==> config.mk <==
export PLATFORM = sky130hd
export DESIGN_NAME = ldc_detect_ctrl
export DESIGN_NICKNAME = d
export VERILOG_FILES = /design/src/rtl/ldc_pkg.sv /design/src/rtl/ldc_us_tick.sv /design/src/rtl/ldc_quiet_timer.sv /design/src/rtl/ldc_lane_mask.sv /design/src/rtl/ldc_detect_ctrl.sv
export SDC_FILE = /design/constraint.sdc
export NUM_CORES = 1
export LEC_CHECK = 0
export ABC_AREA = 1
export BUFFER_PORTS_ARGS = -buffer_cell sky130_fd_sc_hd__buf_2
export CORE_ASPECT_RATIO = 2
export CORE_MARGIN = 1.5
export CORE_UTILIZATION = 40
export DETAILED_ROUTE_END_ITERATION = 7
export HOLD_SLACK_MARGIN = 0.05
export PLACE_DENSITY = 0.58
export SYNTH_ARGS = -nofsm -noshare
export SYNTH_HDL_FRONTEND = slang
export SYNTH_HIERARCHICAL = 1
export SYNTH_SLANG_ARGS = --single-unit
==> constraint.sdc <==
create_clock -name clk_i -period 2.5 [get_ports clk_i]
set_clock_uncertainty 0.05 [all_clocks]
set_input_delay 0.125 -clock clk_i [delete_from_list [all_inputs] [get_ports clk_i]]
set_output_delay 0.125 -clock clk_i [all_outputs]
set_load 0.01 [all_outputs]
==> src/rtl/ldc_pkg.sv <==
package ldc_pkg;
  typedef enum logic [1:0] {
    ST_QUIET  = 2'b00,
    ST_ACTIVE = 2'b01,
    ST_EXIT   = 2'b10
  } ldc_state_e;
endpackage

==> src/rtl/ldc_us_tick.sv <==
module ldc_us_tick #(
  parameter int CLK_MHZ = 100
) (
  input  logic clk_i,
  input  logic rst_ni,
  input  logic clr_i,
  output logic tick_o
);
  localparam int PRE_W = (CLK_MHZ > 1) ? $clog2(CLK_MHZ) : 1;
  localparam logic [PRE_W-1:0] PRE_LAST = PRE_W'(CLK_MHZ - 1);

  logic [PRE_W-1:0] pre_q;

  assign tick_o = !clr_i && (pre_q == PRE_LAST);

  always_ff @(posedge clk_i or negedge rst_ni) begin
    if (!rst_ni)                 pre_q <= '0;
    else if (clr_i || tick_o)    pre_q <= '0;
    else                         pre_q <= pre_q + 1'b1;
  end

  p_pre_range_r2: assert property (@(posedge clk_i) disable iff (!rst_ni)
    pre_q <= PRE_LAST);
endmodule

==> src/rtl/ldc_quiet_timer.sv <==
module ldc_quiet_timer #(
  parameter int QUIET_US = 12000,
  parameter int US_W     = $clog2(QUIET_US + 1)
) (
  input  logic            clk_i,
  input  logic            rst_ni,
  input  logic            clr_i,
  input  logic            tick_i,
  input  logic [US_W-1:0] dwell_i,
  output logic            dwell_ok_o,
  output logic            timeout_o
);
  localparam logic [US_W-1:0] US_MAX = US_W'(QUIET_US);

  logic [US_W-1:0] us_q;
  logic [US_W-1:0] dwell_q;

  always_ff @(posedge clk_i or negedge rst_ni) begin
    if (!rst_ni) begin
      us_q    <= '0;
      dwell_q <= '0;
    end else if (clr_i) begin
      us_q    <= '0;
      dwell_q <= dwell_i;   // captured once per entry
    end else if (tick_i && us_q != US_MAX) begin
      us_q    <= us_q + 1'b1;
    end
  end

  assign dwell_ok_o = !clr_i && (us_q >= dwell_q);
  assign timeout_o  = !clr_i && (us_q == US_MAX);

  p_cnt_cap_r2: assert property (@(posedge clk_i) disable iff (!rst_ni)
    us_q <= US_MAX);
  p_dwell_hold_r6: assert property (@(posedge clk_i) disable iff (!rst_ni)
    !clr_i |=> $stable(dwell_q));
endmodule

==> src/rtl/ldc_lane_mask.sv <==
module ldc_lane_mask #(
  parameter int LANES = 4
) (
  input  logic [LANES-1:0] lane_en_i,
  input  logic [LANES-1:0] elec_idle_i,
  input  logic [LANES-1:0] det_rx_i,
  output logic             act_any_o,
  output logic [LANES-1:0] rx_mask_o,
  output logic             rx_any_o
);
  logic [LANES-1:0] idle_eff;

  for (genvar l = 0; l < LANES; l++) begin : g_lane
    // unassigned lanes read as idle and never report a receiver
    assign idle_eff[l]  = elec_idle_i[l] | ~lane_en_i[l];
    assign rx_mask_o[l] = det_rx_i[l] & lane_en_i[l];
  end

  assign act_any_o = ~&idle_eff;
  assign rx_any_o  = |rx_mask_o;
endmodule

==> src/rtl/ldc_detect_ctrl.sv <==
module ldc_detect_ctrl
  import ldc_pkg::*;
#(
  parameter int LANES     = 4,
  parameter int CLK_MHZ   = 100,
  parameter int QUIET_US  = 12000,
  parameter int DWELL1_US = 100,
  parameter int DWELL2_US = 1000,
  parameter int DWELL3_US = 2000
) (
  input  logic             clk_i,
  input  logic             rst_ni,
  input  logic             link_disable_i,
  input  logic [LANES-1:0] lane_en_i,
  input  logic [LANES-1:0] elec_idle_i,
  input  logic [1:0]       dwell_sel_i,
  output logic             det_req_o,
  input  logic             det_done_i,
  input  logic [LANES-1:0] det_rx_i,
  output logic [1:0]       state_o,
  output logic             exit_o,
  output logic [LANES-1:0] det_lanes_o
);
  localparam int US_W = $clog2(QUIET_US + 1);

  ldc_state_e       state_q;
  logic             entry_q;
  logic             req_sent_q;
  logic             exit_q;
  logic [LANES-1:0] lanes_q;

  logic             tick, dwell_ok, timeout;
  logic             act_any, rx_any;
  logic [LANES-1:0] rx_mask;
  logic [US_W-1:0]  dwell_us;

  always_comb begin
    unique case (dwell_sel_i)
      2'b00:   dwell_us = '0;
      2'b01:   dwell_us = US_W'(DWELL1_US);
      2'b10:   dwell_us = US_W'(DWELL2_US);
      default: dwell_us = US_W'(DWELL3_US);
    endcase
  end

  ldc_us_tick #(.CLK_MHZ(CLK_MHZ)) u_tick (
    .clk_i  (clk_i),
    .rst_ni (rst_ni),
    .clr_i  (entry_q),
    .tick_o (tick)
  );

  ldc_quiet_timer #(.QUIET_US(QUIET_US), .US_W(US_W)) u_timer (
    .clk_i      (clk_i),
    .rst_ni     (rst_ni),
    .clr_i      (entry_q),
    .tick_i     (tick),
    .dwell_i    (dwell_us),
    .dwell_ok_o (dwell_ok),
    .timeout_o  (timeout)
  );

  ldc_lane_mask #(.LANES(LANES)) u_mask (
    .lane_en_i   (lane_en_i),
    .elec_idle_i (elec_idle_i),
    .det_rx_i    (det_rx_i),
    .act_any_o   (act_any),
    .rx_mask_o   (rx_mask),
    .rx_any_o    (rx_any)
  );

  always_ff @(posedge clk_i or negedge rst_ni) begin
    if (!rst_ni) begin
      state_q    <= ST_QUIET;
      entry_q    <= 1'b1;
      req_sent_q <= 1'b0;
      exit_q     <= 1'b0;
      lanes_q    <= '0;
    end else if (link_disable_i) begin
      state_q    <= ST_QUIET;
      entry_q    <= 1'b1;
      req_sent_q <= 1'b0;
      exit_q     <= 1'b0;
      lanes_q    <= '0;
    end else begin
      entry_q <= 1'b0;
      exit_q  <= 1'b0;
      unique case (state_q)
        ST_QUIET: begin
          req_sent_q <= 1'b0;
          if (!entry_q && (timeout || (act_any && dwell_ok)))
            state_q <= ST_ACTIVE;
        end
        ST_ACTIVE: begin
          if (!req_sent_q) begin
            req_sent_q <= 1'b1;
          end else if (det_done_i) begin
            if (rx_any) begin
              state_q <= ST_EXIT;
              exit_q  <= 1'b1;
              lanes_q <= rx_mask;
            end else begin
              state_q <= ST_QUIET;
              entry_q <= 1'b1;   // restart timers, recapture dwell
            end
          end
        end
        ST_EXIT: ;
        default: state_q <= ST_QUIET;
      endcase
    end
  end

  assign det_req_o   = (state_q == ST_ACTIVE) && !req_sent_q;
  assign state_o     = state_q;
  assign exit_o      = exit_q;
  assign det_lanes_o = lanes_q;

  p_req_pulse_r7: assert property (@(posedge clk_i) disable iff (!rst_ni)
    det_req_o |=> !det_req_o);
  p_exit_pulse_r9: assert property (@(posedge clk_i) disable iff (!rst_ni)
    exit_o |=> !exit_o);
  p_exit_src_r9: assert property (@(posedge clk_i) disable iff (!rst_ni)
    $rose(exit_o) |-> ($past(state_q) == ST_ACTIVE) && $past(det_done_i));
  p_exit_hold_r9: assert property (@(posedge clk_i) disable iff (!rst_ni)
    (state_q == ST_EXIT && !link_disable_i) |=> (state_q == ST_EXIT) && $stable(det_lanes_o));
  p_disable_r1: assert property (@(posedge clk_i) disable iff (!rst_ni)
    link_disable_i |=> (state_o == ST_QUIET) && !det_req_o && !exit_o && (det_lanes_o == '0));
  p_exit_lanes_r5: assert property (@(posedge clk_i) disable iff (!rst_ni)
    exit_o |-> ((det_lanes_o & ~lane_en_i) == '0) && (det_lanes_o != '0));
endmodule

==> impl_metrics.json <==
{
  "layout_worst_path_cycle_share_pct": 77.89,
  "finish.net_count": 449,
  "dieArea_sq_um": 7856,
  "clk_pin_slew_ps": 60,
  "fin_hold_ws_ps": 56.21,
  "sequential_power_share_pct": 45.2,
  "power.density_nw_per_um2": 497.9,
  "switching_share_pct": 24.05,
  "p_leak_nw": 1.799,
  "synthesis.area_per_instance_sq_um": 7.770,
  "period_needed_ps": 1947,
  "place_congestion": 0.8538,
  "grt-ovfl-total": 0,
  "deepest_clock_path_buffer_count": 2,
  "finalSetupViolations": 0,
  "cts_tree": "done",
  "timing_worst_setup_path_type": "flop to flop",
  "cp-end-kind": "flop",
  "result_of_the_run": "finished, final reports clean",
  "post-layout-total-power_mw": 1.658,
  "post_synth_instance_area_sq_um": 2922,
  "clk_lat_worst_skew_ps": 290,
  "detail_route.wirelength_microns": 6323,
  "synth.top_cell.area_share_pct": 36.83,
  "worst-endpoint-arrival_ps": 2130,
  "place_worst_setup_slack_ps": 520.2,
  "cell_with_the_most_instances_after_synthesis": "sky130_fd_sc_hd__nand2_1",
  "synthDominantAreaCellType": "sky130_fd_sc_hd__dfrtp_1",
  "synthTopCellsByArea": "sky130_fd_sc_hd__dfrtp_1, sky130_fd_sc_hd__nand2_1, sky130_fd_sc_hd__ha_1",
  "setup_tns_ps": 0,
  "tightest_slew_ps": 664.7,
  "maximum_number_of_pins_on_one_net_before_global_route_repair": 31,
  "die_wd_microns": 63.43,
  "dr.pass1.iters": 4,
  "placeableCoreArea_sq_um": 6994,
  "timing_hold_violations_final": 0,
  "hpwlAfterDp_microns": 5011,
  "antenna-diode-count": 0,
  "final_layout_size_suffix_gt1_share_pct": 18.73,
  "std_cell_rows": 43,
  "detailroute.via_count": 2414,
  "total_switching_power_mw": 0.3989,
  "setup_slack_ps": 552.7,
  "dr.first_iter.drc_count": 76,
  "floorplan.die.height_microns": 123.9,
  "cts_post_setup_buffers_inserted": 0,
  "nFillCells": 734,
  "start_util_pct": 41.77,
  "post_synth_edffs": 0,
  "path_class_of_the_lowest_slack_min_delay_path": "input pin to flop",
  "routed_wirelength_normalized_by_instance_count_microns": 12.62,
  "synth.yosys.seq_area_share_pct": 37.73,
  "timing.critical_path.required_ps": 2680,
  "intPower_mw": 1.259,
  "synth_top_cells_by_count": "sky130_fd_sc_hd__nand2_1, sky130_fd_sc_hd__inv_1, sky130_fd_sc_hd__dfrtp_1",
  "syn-instance-count": 376,
  "share_clk_of_total_power_pct": 45.7,
  "yosys_warnings": 6,
  "grt_pass1_vias": 2470,
  "port_buffers": 25,
  "worst_reg_to_reg_cells": 11,
  "place_inst": 492,
  "post-route-drc-count": 0,
  "instance_count_along_the_most_critical_hold_path": 3,
  "worst_ir_drop_vdd_mv": 0.5322,
  "share_comb_of_total_power_pct": 9.1,
  "final_max_slew_viol_count": 0,
  "path_max_fanout": 5,
  "cts_inserted_buffers": 5,
  "number_of_ports_placed_on_the_die_boundary": 26,
  "maxCapViolations": 0,
  "synth-main-ff-cell": "sky130_fd_sc_hd__dfrtp_1",
  "timing.max_slew.rel_slack_pct": 55.64,
  "finish.cell_count_without_fillers": 501,
  "fraction_of_registers_with_async_set_or_reset_after_synthesis_pct": 100.0,
  "layout-area-overhead-vs-synth_pct": 14.00,
  "cts.sinks": 44,
  "route.antenna.remaining_nets": 0,
  "launching_element_type_of_the_critical_path": "flop",
  "max_freq_ghz": 0.5135,
  "global_route.usage.total_pct": 18.12,
  "cts-root-buf": "sky130_fd_sc_hd__clkbuf_16",
  "synth.lib_cells_used.distinct": 36,
  "antenna_found_initial": 0,
  "post_drt_via_cell_ratio": 4.818,
  "setup_repair_after_global_routing_missed_its_margin": "false",
  "number_of_gates_given_a_new_drive_strength_after_cts": 0,
  "synth.ff_latch_count": 44,
  "cts-htree-levels": 2,
  "global_route_wire_length_before_repair_microns": 11050
}
sequential cells by signal (all words and copies together) (netlist names):
name             cells
entry_q              1
exit_o               1
state_o              2
req_sent_q           1
u_timer/dwell_q     14
u_timer/us_q        14
det_lanes_o          4
u_tick/pre_q         7
routing by layer:
metal  share of wire [%]  track usage (%)
met2                  56            35.72
met5                   0                0
met1                  38            17.79
met3                 2.4            2.800
met4                 3.5            9.103
power by group through the flow:
| stage | Clock [mW] | Combinational (mW) | Sequential [mW] |
|---|---|---|---|
| 5_1_grt | 0.808 | 0.178 | 0.751 |
| 6_report | 0.758 | 0.150 | 0.750 |
| 3_3_place_gp | 0 | 0.150 | 0.763 |
| 3_5_place_dp | 0 | 0.154 | 0.764 |
| 2_1_floorplan | 0 | 0.0979 | 0.760 |
| 4_1_cts | 0.779 | 0.155 | 0.750 |
area by class of cell:
cell class	count	area, sq um	area share, %
Sequential cell	44	1102	33.10
Multi-Input combinational cell	267	1551	46.58
Clock buffer	5	125.1	3.757
Inverter	64	246.5	7.400
Clock inverter	3	42.54	1.277
Tap cell	90	112.6	3.381
Timing Repair Buffer	28	150.1	4.508
critical path: stages, from the launching register on:
cell,delay [ps]
sky130_fd_sc_hd__dfrtp_1,450
sky130_fd_sc_hd__ha_1,320
sky130_fd_sc_hd__nand2_1,70
sky130_fd_sc_hd__nor2_1,210
sky130_fd_sc_hd__nand4_1,110
sky130_fd_sc_hd__nor2_1,130
sky130_fd_sc_hd__nor2_1,50
sky130_fd_sc_hd__nor2_1,80
sky130_fd_sc_hd__nand2_1,60
sky130_fd_sc_hd__a21oi_1,190
sky130_fd_sc_hd__nand4_1,110
sky130_fd_sc_hd__nand2_1,70
per-stage QoR:
step | utilization, % | instance area, sq um
after detailed placement | 45.08 | 3153
after CTS | 47.62 | 3331
after floorplan | - | 2937
after global routing | 47.62 | 3331
final | 47.62 | 3331
after global placement | 45.08 | 3153
final timing paths:
kind / startpoint / slack, ps / end
setup / recovery: u_timer/us_q[13] / 550 / state_o[0]
hold / removal: det_done_i / 60 / entry_q
setup reg to reg: u_timer/us_q[13] / 550 / state_o[0]
hold reg to reg: u_tick/pre_q[0] / 430 / u_tick/pre_q[0]
max in group asynchronous: rst_ni / 1370 / entry_q
min in group asynchronous: rst_ni / 280 / u_timer/us_q[2]
cell families (layout without fill, tap and decap cells):
group | count (synthesis) | in the layout | share of synthesized area [%]
AOI/OAI and AO/OA | 30 | 30 | 5.953
and+or+nand+nor | 204 | 204 | 35.42
other | 1 | 5 | 0.1284
xor gates and xnor gates | 7 | 7 | 2.099
DFF | 44 | 44 | 37.73
adders and majority gates | 21 | 21 | 8.994
buffers and inverters | 69 | 100 | 9.679
cells in the final DEF, fill, tap and decap left out, types with 7 or more instances in the layout:
cell type	synthesis	routed
sky130_fd_sc_hd__buf_2	1	25
sky130_fd_sc_hd__nor2_1	32	32
sky130_fd_sc_hd__nand3_1	26	26
sky130_fd_sc_hd__nand4_1	10	10
sky130_fd_sc_hd__o21ai_0	13	13
sky130_fd_sc_hd__ha_1	21	21
sky130_fd_sc_hd__inv_2	7	7
sky130_fd_sc_hd__inv_1	55	55
sky130_fd_sc_hd__dfrtp_1	43	43
sky130_fd_sc_hd__nand2_1	103	103
repair_timing:
item	CTS	global route
hold endpoints to repair	20	0
setup endpoints to repair	0	0
hold buffers	1	0
Power figures use the tool's default switching activity.
